**src/rtl/mwe_pkg.sv**
```systemverilog
// Shared types for the Manchester word encoder.
package mwe_pkg;
    // Frame phase of the sequencer
    typedef enum logic [1:0] {
        PH_IDLE = 2'd0,
        PH_SYNC = 2'd1,
        PH_DATA = 2'd2,
        PH_PAR  = 2'd3
    } phase_t;

    // Number of bit cells occupied by the sync pattern
    localparam int SYNC_CELLS = 3;
endpackage

```
**src/rtl/mwe_timing.sv**
```systemverilog
// Frame sequencer: half-cell toggle, cell counter and phase machine.
// Assumes clk runs at twice the bit rate; half==1 marks the second half
// of a bit cell, and the edge that ends it is the cell boundary.
module mwe_timing
    import mwe_pkg::*;
#(
    parameter int KW = 5
) (
    input  logic          clk,
    input  logic          rst_n,
    input  logic          mreset,
    input  logic          enc_en,
    input  logic          sync_cmd,
    input  logic          par_odd,
    input  logic [KW-1:0] k_set,
    output logic          half,
    output phase_t        phase,
    output logic [KW-1:0] cnt,
    output logic          cmd_lat,
    output logic          odd_lat,
    output logic          frame_start,
    output logic          strobe
);
    localparam logic [KW-1:0] ONE       = KW'(1);
    localparam logic [KW-1:0] SYNC_LAST = KW'(SYNC_CELLS - 1);

    logic [KW-1:0] k_lat;
    logic [KW-1:0] k_eff;
    logic          last_data;

    // Clamp a zero length setting to one bit
    always_comb k_eff = (k_set == '0) ? ONE : k_set;

    // Last data cell of the current frame
    always_comb last_data = (cnt == k_lat - ONE);

    // Frame start: at a boundary while idle or finishing parity, enable high
    always_comb frame_start = half && enc_en &&
                              ((phase == PH_IDLE) || (phase == PH_PAR));

    // Request strobe: third sync cell plus all data cells except the last
    always_comb strobe = ((phase == PH_SYNC) && (cnt == SYNC_LAST)) ||
                         ((phase == PH_DATA) && !last_data);

    // Half-cell toggle and phase/counter sequencing
    always_ff @(posedge clk) begin
        if (!rst_n || mreset) begin
            half    <= 1'b0;
            phase   <= PH_IDLE;
            cnt     <= '0;
            k_lat   <= ONE;
            cmd_lat <= 1'b0;
            odd_lat <= 1'b0;
        end else begin
            half <= ~half;
            if (half) begin
                if (frame_start) begin
                    phase   <= PH_SYNC;
                    cnt     <= '0;
                    k_lat   <= k_eff;
                    cmd_lat <= sync_cmd;
                    odd_lat <= par_odd;
                end else begin
                    unique case (phase)
                        PH_IDLE: begin
                            cnt <= '0;
                        end
                        PH_SYNC: begin
                            if (cnt == SYNC_LAST) begin
                                phase <= PH_DATA;
                                cnt   <= '0;
                            end else begin
                                cnt <= cnt + ONE;
                            end
                        end
                        PH_DATA: begin
                            if (last_data) begin
                                phase <= PH_PAR;
                                cnt   <= '0;
                            end else begin
                                cnt <= cnt + ONE;
                            end
                        end
                        PH_PAR: begin
                            phase <= PH_IDLE;
                            cnt   <= '0;
                        end
                        default: phase <= PH_IDLE;
                    endcase
                end
            end
        end
    end


    // half_toggle_chk
    half_toggle_chk: assert property (@(posedge clk) disable iff (!rst_n)
        !mreset |=> (half != $past(half)));


    // abort_idle_chk
    abort_idle_chk: assert property (@(posedge clk) disable iff (!rst_n)
        mreset |=> (phase == PH_IDLE) && !half);


    // idle_entry_chk: idle is entered only after parity, unless aborted
    idle_entry_chk: assert property (@(posedge clk) disable iff (!rst_n)
        (!mreset && phase != PH_IDLE) |=>
            (phase != PH_IDLE) || ($past(phase) == PH_PAR));


    // phase_hold_chk: phase changes only at cell boundaries
    phase_hold_chk: assert property (@(posedge clk) disable iff (!rst_n)
        (!mreset && !half) |=> $stable(phase));
endmodule

```
**src/rtl/mwe_shifter.sv**
```systemverilog
// Data capture and parity accumulation.
// Captures ser_in at the end of each strobe cell; the captured bit is
// held for transmission in the following cell. Parity covers all K bits.
module mwe_shifter (
    input  logic clk,
    input  logic rst_n,
    input  logic mreset,
    input  logic half,
    input  logic strobe,
    input  logic frame_start,
    input  logic odd_lat,
    input  logic ser_in,
    output logic data_bit,
    output logic par_bit
);
    logic acc;

    // Capture the requested bit and fold it into the running parity
    always_ff @(posedge clk) begin
        if (!rst_n || mreset) begin
            data_bit <= 1'b0;
            acc      <= 1'b0;
        end else if (half) begin
            if (frame_start) begin
                acc <= 1'b0;
            end else if (strobe) begin
                data_bit <= ser_in;
                acc      <= acc ^ ser_in;
            end
        end
    end

    // Parity bit: even sense is the data XOR, odd sense inverts it
    always_comb par_bit = acc ^ odd_lat;


    // capture_hold_chk: captured bit changes only at a strobe boundary
    capture_hold_chk: assert property (@(posedge clk) disable iff (!rst_n || mreset)
        !(half && strobe) |=> $stable(data_bit));
endmodule

```
**src/rtl/mwe_line.sv**
```systemverilog
// Line level generation and bipolar drive with inhibit.
// Assumes the sequencer holds phase and cnt for a full bit cell.
module mwe_line
    import mwe_pkg::*;
#(
    parameter int KW = 5
) (
    input  logic          clk,
    input  logic          rst_n,
    input  logic          mreset,
    input  logic          half,
    input  phase_t        phase,
    input  logic [KW-1:0] cnt,
    input  logic          cmd_lat,
    input  logic          data_bit,
    input  logic          par_bit,
    input  logic          inh_n,
    output logic          bip_one,
    output logic          bip_zero
);
    logic [2:0] sync_idx;
    logic       level;

    // Half-cell index within the sync pattern (0..5)
    always_comb sync_idx = {cnt[1:0], 1'b0} + {2'b00, half};

    // Line level for the current half cell
    always_comb begin
        unique case (phase)
            PH_SYNC: level = cmd_lat ? (sync_idx < 3'd3) : (sync_idx >= 3'd3);
            PH_DATA: level = data_bit ^ half;
            PH_PAR:  level = par_bit ^ half;
            default: level = 1'b0;
        endcase
    end

    // Bipolar drive: inhibit forces both high, idle drives neither
    always_comb begin
        if (!inh_n) begin
            bip_one  = 1'b1;
            bip_zero = 1'b1;
        end else if (phase == PH_IDLE) begin
            bip_one  = 1'b0;
            bip_zero = 1'b0;
        end else begin
            bip_one  = level;
            bip_zero = ~level;
        end
    end


    // mid_cell_flip_chk: data and parity cells flip at mid-cell
    mid_cell_flip_chk: assert property (@(posedge clk) disable iff (!rst_n || mreset)
        (!half && (phase == PH_DATA || phase == PH_PAR)) |=>
            (level != $past(level)));


    // sync_mid_chk: sync level flips in the middle of the second sync cell
    sync_mid_chk: assert property (@(posedge clk) disable iff (!rst_n || mreset)
        (!half && phase == PH_SYNC && cnt == KW'(1)) |=> (level != $past(level)));


    // inhibit_high_chk
    inhibit_high_chk: assert property (@(posedge clk) disable iff (!rst_n)
        !inh_n |-> (bip_one && bip_zero));
endmodule

```
**src/rtl/mwe_encoder.sv**
```systemverilog
// Manchester word encoder top: sequencer, data capture and line drive.
// Assumes clk is the send clock at twice the bit rate; rst_n is the
// synchronous chip reset, mreset a synchronous abort.
module mwe_encoder
    import mwe_pkg::*;
#(
    parameter int KW = 5
) (
    input  logic          clk,
    input  logic          rst_n,
    input  logic          enc_en,
    input  logic          sync_cmd,
    input  logic          par_odd,
    input  logic          ser_in,
    input  logic [KW-1:0] k_set,
    input  logic          inh_n,
    input  logic          mreset,
    output logic          shift_clk,
    output logic          data_req,
    output logic          bip_one,
    output logic          bip_zero
);
    logic          half;
    phase_t        phase;
    logic [KW-1:0] cnt;
    logic          cmd_lat;
    logic          odd_lat;
    logic          frame_start;
    logic          strobe;
    logic          data_bit;
    logic          par_bit;

    mwe_timing #(.KW(KW)) u_timing (
        .clk         (clk),
        .rst_n       (rst_n),
        .mreset      (mreset),
        .enc_en      (enc_en),
        .sync_cmd    (sync_cmd),
        .par_odd     (par_odd),
        .k_set       (k_set),
        .half        (half),
        .phase       (phase),
        .cnt         (cnt),
        .cmd_lat     (cmd_lat),
        .odd_lat     (odd_lat),
        .frame_start (frame_start),
        .strobe      (strobe)
    );

    mwe_shifter u_shifter (
        .clk         (clk),
        .rst_n       (rst_n),
        .mreset      (mreset),
        .half        (half),
        .strobe      (strobe),
        .frame_start (frame_start),
        .odd_lat     (odd_lat),
        .ser_in      (ser_in),
        .data_bit    (data_bit),
        .par_bit     (par_bit)
    );

    mwe_line #(.KW(KW)) u_line (
        .clk      (clk),
        .rst_n    (rst_n),
        .mreset   (mreset),
        .half     (half),
        .phase    (phase),
        .cnt      (cnt),
        .cmd_lat  (cmd_lat),
        .data_bit (data_bit),
        .par_bit  (par_bit),
        .inh_n    (inh_n),
        .bip_one  (bip_one),
        .bip_zero (bip_zero)
    );

    // Shift clock: high in the second half of each cell
    always_comb shift_clk = half;
    always_comb data_req  = strobe;


    // complement_chk
    complement_chk: assert property (@(posedge clk) disable iff (!rst_n)
        (inh_n && phase != PH_IDLE) |-> (bip_zero != bip_one));


    // req_phase_chk: requests occur only during sync or data cells
    req_phase_chk: assert property (@(posedge clk) disable iff (!rst_n)
        data_req |-> (phase == PH_SYNC || phase == PH_DATA));
endmodule

```
**config.mk**
```make
export PLATFORM = sky130hd
export DESIGN_NAME = mwe_encoder
export DESIGN_NICKNAME = d
export VERILOG_FILES = /design/src/rtl/mwe_pkg.sv /design/src/rtl/mwe_timing.sv /design/src/rtl/mwe_shifter.sv /design/src/rtl/mwe_line.sv /design/src/rtl/mwe_encoder.sv
export SDC_FILE = /design/constraint.sdc
export NUM_CORES = 1
export LEC_CHECK = 0
export CORE_AREA = 4 4 51 53
export CTS_CLUSTER_DIAMETER = 30
export CTS_CLUSTER_SIZE = 14
export DETAILED_ROUTE_END_ITERATION = 10
export DIE_AREA = 0 0 55 57
export GPL_TIMING_DRIVEN = 0
export PLACE_DENSITY_LB_ADDON = 0.1
export SYNTH_ARGS = -nofsm -noshare
export SYNTH_HDL_FRONTEND = slang
export SYNTH_SLANG_ARGS = --single-unit
```
**constraint.sdc**
```tcl
create_clock -name clk -period 2.55 [get_ports clk]
set_input_delay 0.51 -clock clk [delete_from_list [all_inputs] [get_ports clk]]
set_output_delay 0.51 -clock clk [all_outputs]
set_load 0.02 [all_outputs]
```
==> results.py <==
metrics = {
    "run_status": {
        "outcome": "finished, final reports clean",
    },
    "placed_design": {
        "gp_congestion": 0.844,
        "place_inst": 178,
        "port_buffers": 16,
        "dpl.hpwl_um": 1850,
    },
    "logic_synthesis": {
        "synthesis.area_sq_mm": 0.00112,
        "postSynth.asyncResetShare_pct": 0,
        "syn_nets": 156,
        "ys_ff_latch": 17,
        "synth_cell_types": 37,
        "synth_edf_count": 0,
        "yosys-top-cells-area": "dfxtp_1, ha_1, mux2i_1, nor2_1, xor2_1",
        "ys_seq_area_share_pct": 30.4,
        "yosysTopAreaCell": "dfxtp_1",
        "yosys_warnings": 0,
        "synth_top_area_share_pct": 30.4,
        "avgSynthCellArea_sq_um": 8.36,
        "synth_ff_type": "dfxtp_1",
        "synth_cells": 134,
    },
    "global_routing": {
        "met3_usage_pct": 3.39,
        "grt_pass1_wl_um": 4370,
        "grt_max_degree": 11,
        "grt_use_met2_pct": 30.9,
        "grt_pass1_vias": 1005,
        "met1_usage_pct": 23.3,
        "antenna_found_initial": 0,
        "grtUsageTotal_pct": 18.9,
        "overflow": 0,
        "busiest_layer": "met2",
    },
    "floorplanning": {
        "die_h_um": 57,
        "std_cell_rows": 17,
        "dieArea_sq_mm": 0.00314,
        "coreArea_sq_mm": 0.00215,
        "fp.dieW_um": 55,
        "start_util_pct": 52.1,
        "ios": 17,
    },
    "final_layout": {
        "stdcell_count": 185,
        "final_util_pct": 64.6,
        "num-fill-cells": 190,
        "synthToLayoutAreaGrowth_pct": 23.9,
        "layout_commonest_cell": "nor2_1",
        "final_cell_mix": "nor2_1, clkdlybuf4s50_1, dfxtp_1",
        "n_antenna_cell": 0,
        "fin_nets": 180,
        "drive_gt1_share_pct": 15.3,
    },
    "timing": {
        "worst_pin_slew_ns": 0.541,
        "maxSlewViolCount": 0,
        "min_period_ns": 2.48,
        "finalSetupTns_ns": 0,
        "timing.final.crit_share_pct": 97.5,
        "relSlewSlack_pct": 63.9,
        "rsz0062_at_grt": "yes",
        "finalSetupViolCount": 0,
        "hold_viol": 0,
        "fmax_mhz": 402,
        "finalClockSkew_ns": 0.00719,
    },
    "clocking": {
        "clkTransAtPathRegs_ns": 0.11,
        "cts_root_buffer": "clkbuf_4",
        "insertion_delay_ns": 0.29,
        "cts_tree": "yes",
        "cts.sink_count": 17,
        "cts.path.max_buffers": 2,
        "htreeDepth": 1,
        "cts_buffers": 3,
        "ctsHoldBuffers": 0,
    },
    "worst_setup_path": {
        "critPathKind": "reg -> out",
        "crit_fanout": 6,
        "cp.required_ns": 2.04,
        "setup.worst_path.end_class": "output port",
        "cp-start-kind": "flip-flop",
        "r2r_cells": 7,
        "crit_arrival_ns": 1.97,
    },
    "worst_hold_path": {
        "hold_path.class": "reg -> reg",
        "hold_path_depth": 2,
    },
    "route": {
        "drc_errors": 0,
        "wl_per_cell_um": 13.6,
        "num_vias": 1040,
        "ant_nets": 0,
        "drtPass1Iterations": 4,
        "routed_via_density": 5.62,
        "drt_wl_total_um": 2510,
        "drt_iter0_drc": 19,
    },
    "pwr": {
        "vdd_drop_max_v": 0.000269,
        "powerDensity_mw_per_mm2": 352,
        "p_total_uw": 489,
        "power.leakage_nw": 0.596,
    },
    "run": {
        "max_cap_violations": 0,
    },
}
cells by family after synthesis:
logic type / synth area share [%]
compound gates: 20.3
buf+inv: 4.80
simple gates: 21.9
flops: 30.4
xor+xnor: 6.26
fa+ha+maj: 10.1
mux: 6.26
path summary, 6_finish.rpt:
kind / from / endpoint / slack (ns)
setup / recovery: u_timing.phase[0] / bip_zero / 0.07
hold / removal: u_shifter.data_bit / u_shifter.data_bit / 0.52
setup reg to reg: u_timing.phase[1] / u_timing.cnt[2] / 0.45
hold reg to reg: u_shifter.data_bit / u_shifter.data_bit / 0.52
flip-flops by register name (all words and copies together), names as in the netlist:
signal	count
u_timing.k_lat	5
u_timing.half	1
u_timing.phase	2
u_shifter.data_bit	1
u_timing.cnt	5
u_shifter.acc	1
u_timing.odd_lat	1
u_timing.cmd_lat	1
routing by layer:
metal	part of all wire (%)	vias up
met5	0	-
met4	2.1	0
met3	5.0	6
met2	48	20
met1	45	491
li1	-	523
synth_stat cells (3+ instances only):
master	count
nand2_1	6
o21ai_0	6
clkbuf_1	3
inv_1	10
a21oi_1	8
nand2b_1	4
xor2_1	6
nor3_1	4
mux2i_1	7
nor2b_1	3
ha_1	9
dfxtp_1	17
nor2_1	14
nand3_1	4
nor4_1	4
nand3b_1	3
per-stage QoR:
| stage | worst slack (ns) | instance area (sq um) | hold WS [ns] |
|---|---|---|---|
| 2_1_floorplan | 0.225 | 1120 | 0.466 |
| 3_3_place_gp | -0.186 | 1320 | 0.482 |
| 3_5_place_dp | -0.267 | 1320 | 0.496 |
| 4_1_cts | 0.00577 | 1380 | 0.511 |
| 5_1_grt | -0.0788 | 1390 | 0.572 |
| 6_report | 0.0650 | 1390 | 0.521 |
report_power, final:
group / total (mW) / switching [mW] / internal, mW
sequential: 0.270 / 0.00303 / 0.267
combinational: 0.0678 / 0.0344 / 0.0334
clock: 0.151 / 0.0898 / 0.0609
total: 0.489 / 0.127 / 0.362
critical path, stage by stage, from the launching register on:
cell,delay (ns)
dfxtp_4,0.38
inv_1,0.09
ha_4,0.20
nor2b_2,0.16
a221oi_2,0.22
a21oi_1,0.09
a21oi_2,0.17
nor2_1,0.05
o21ai_0,0.14
buf_2,0.19
layout make-up:
type | count | area, sq um | area share, %
plain buffers | 4 | 16.3 | 1.17
clock buffers | 4 | 26.3 | 1.89
inverters | 10 | 37.5 | 2.71
multi-input cells | 103 | 757 | 54.6
flip-flops and latches | 17 | 348 | 25.1
well taps | 28 | 35.0 | 2.52
repair buffers | 19 | 168 | 12.1
repair_timing:
action | 4_1_cts | 5_1_grt
setup buffers | 2 | 1
endpoints found under the setup margin | 3 | 3
pin swaps | 1 | 1
gates resized for setup | 16 | 8
Note: power is estimated with default switching activity, not from simulation.
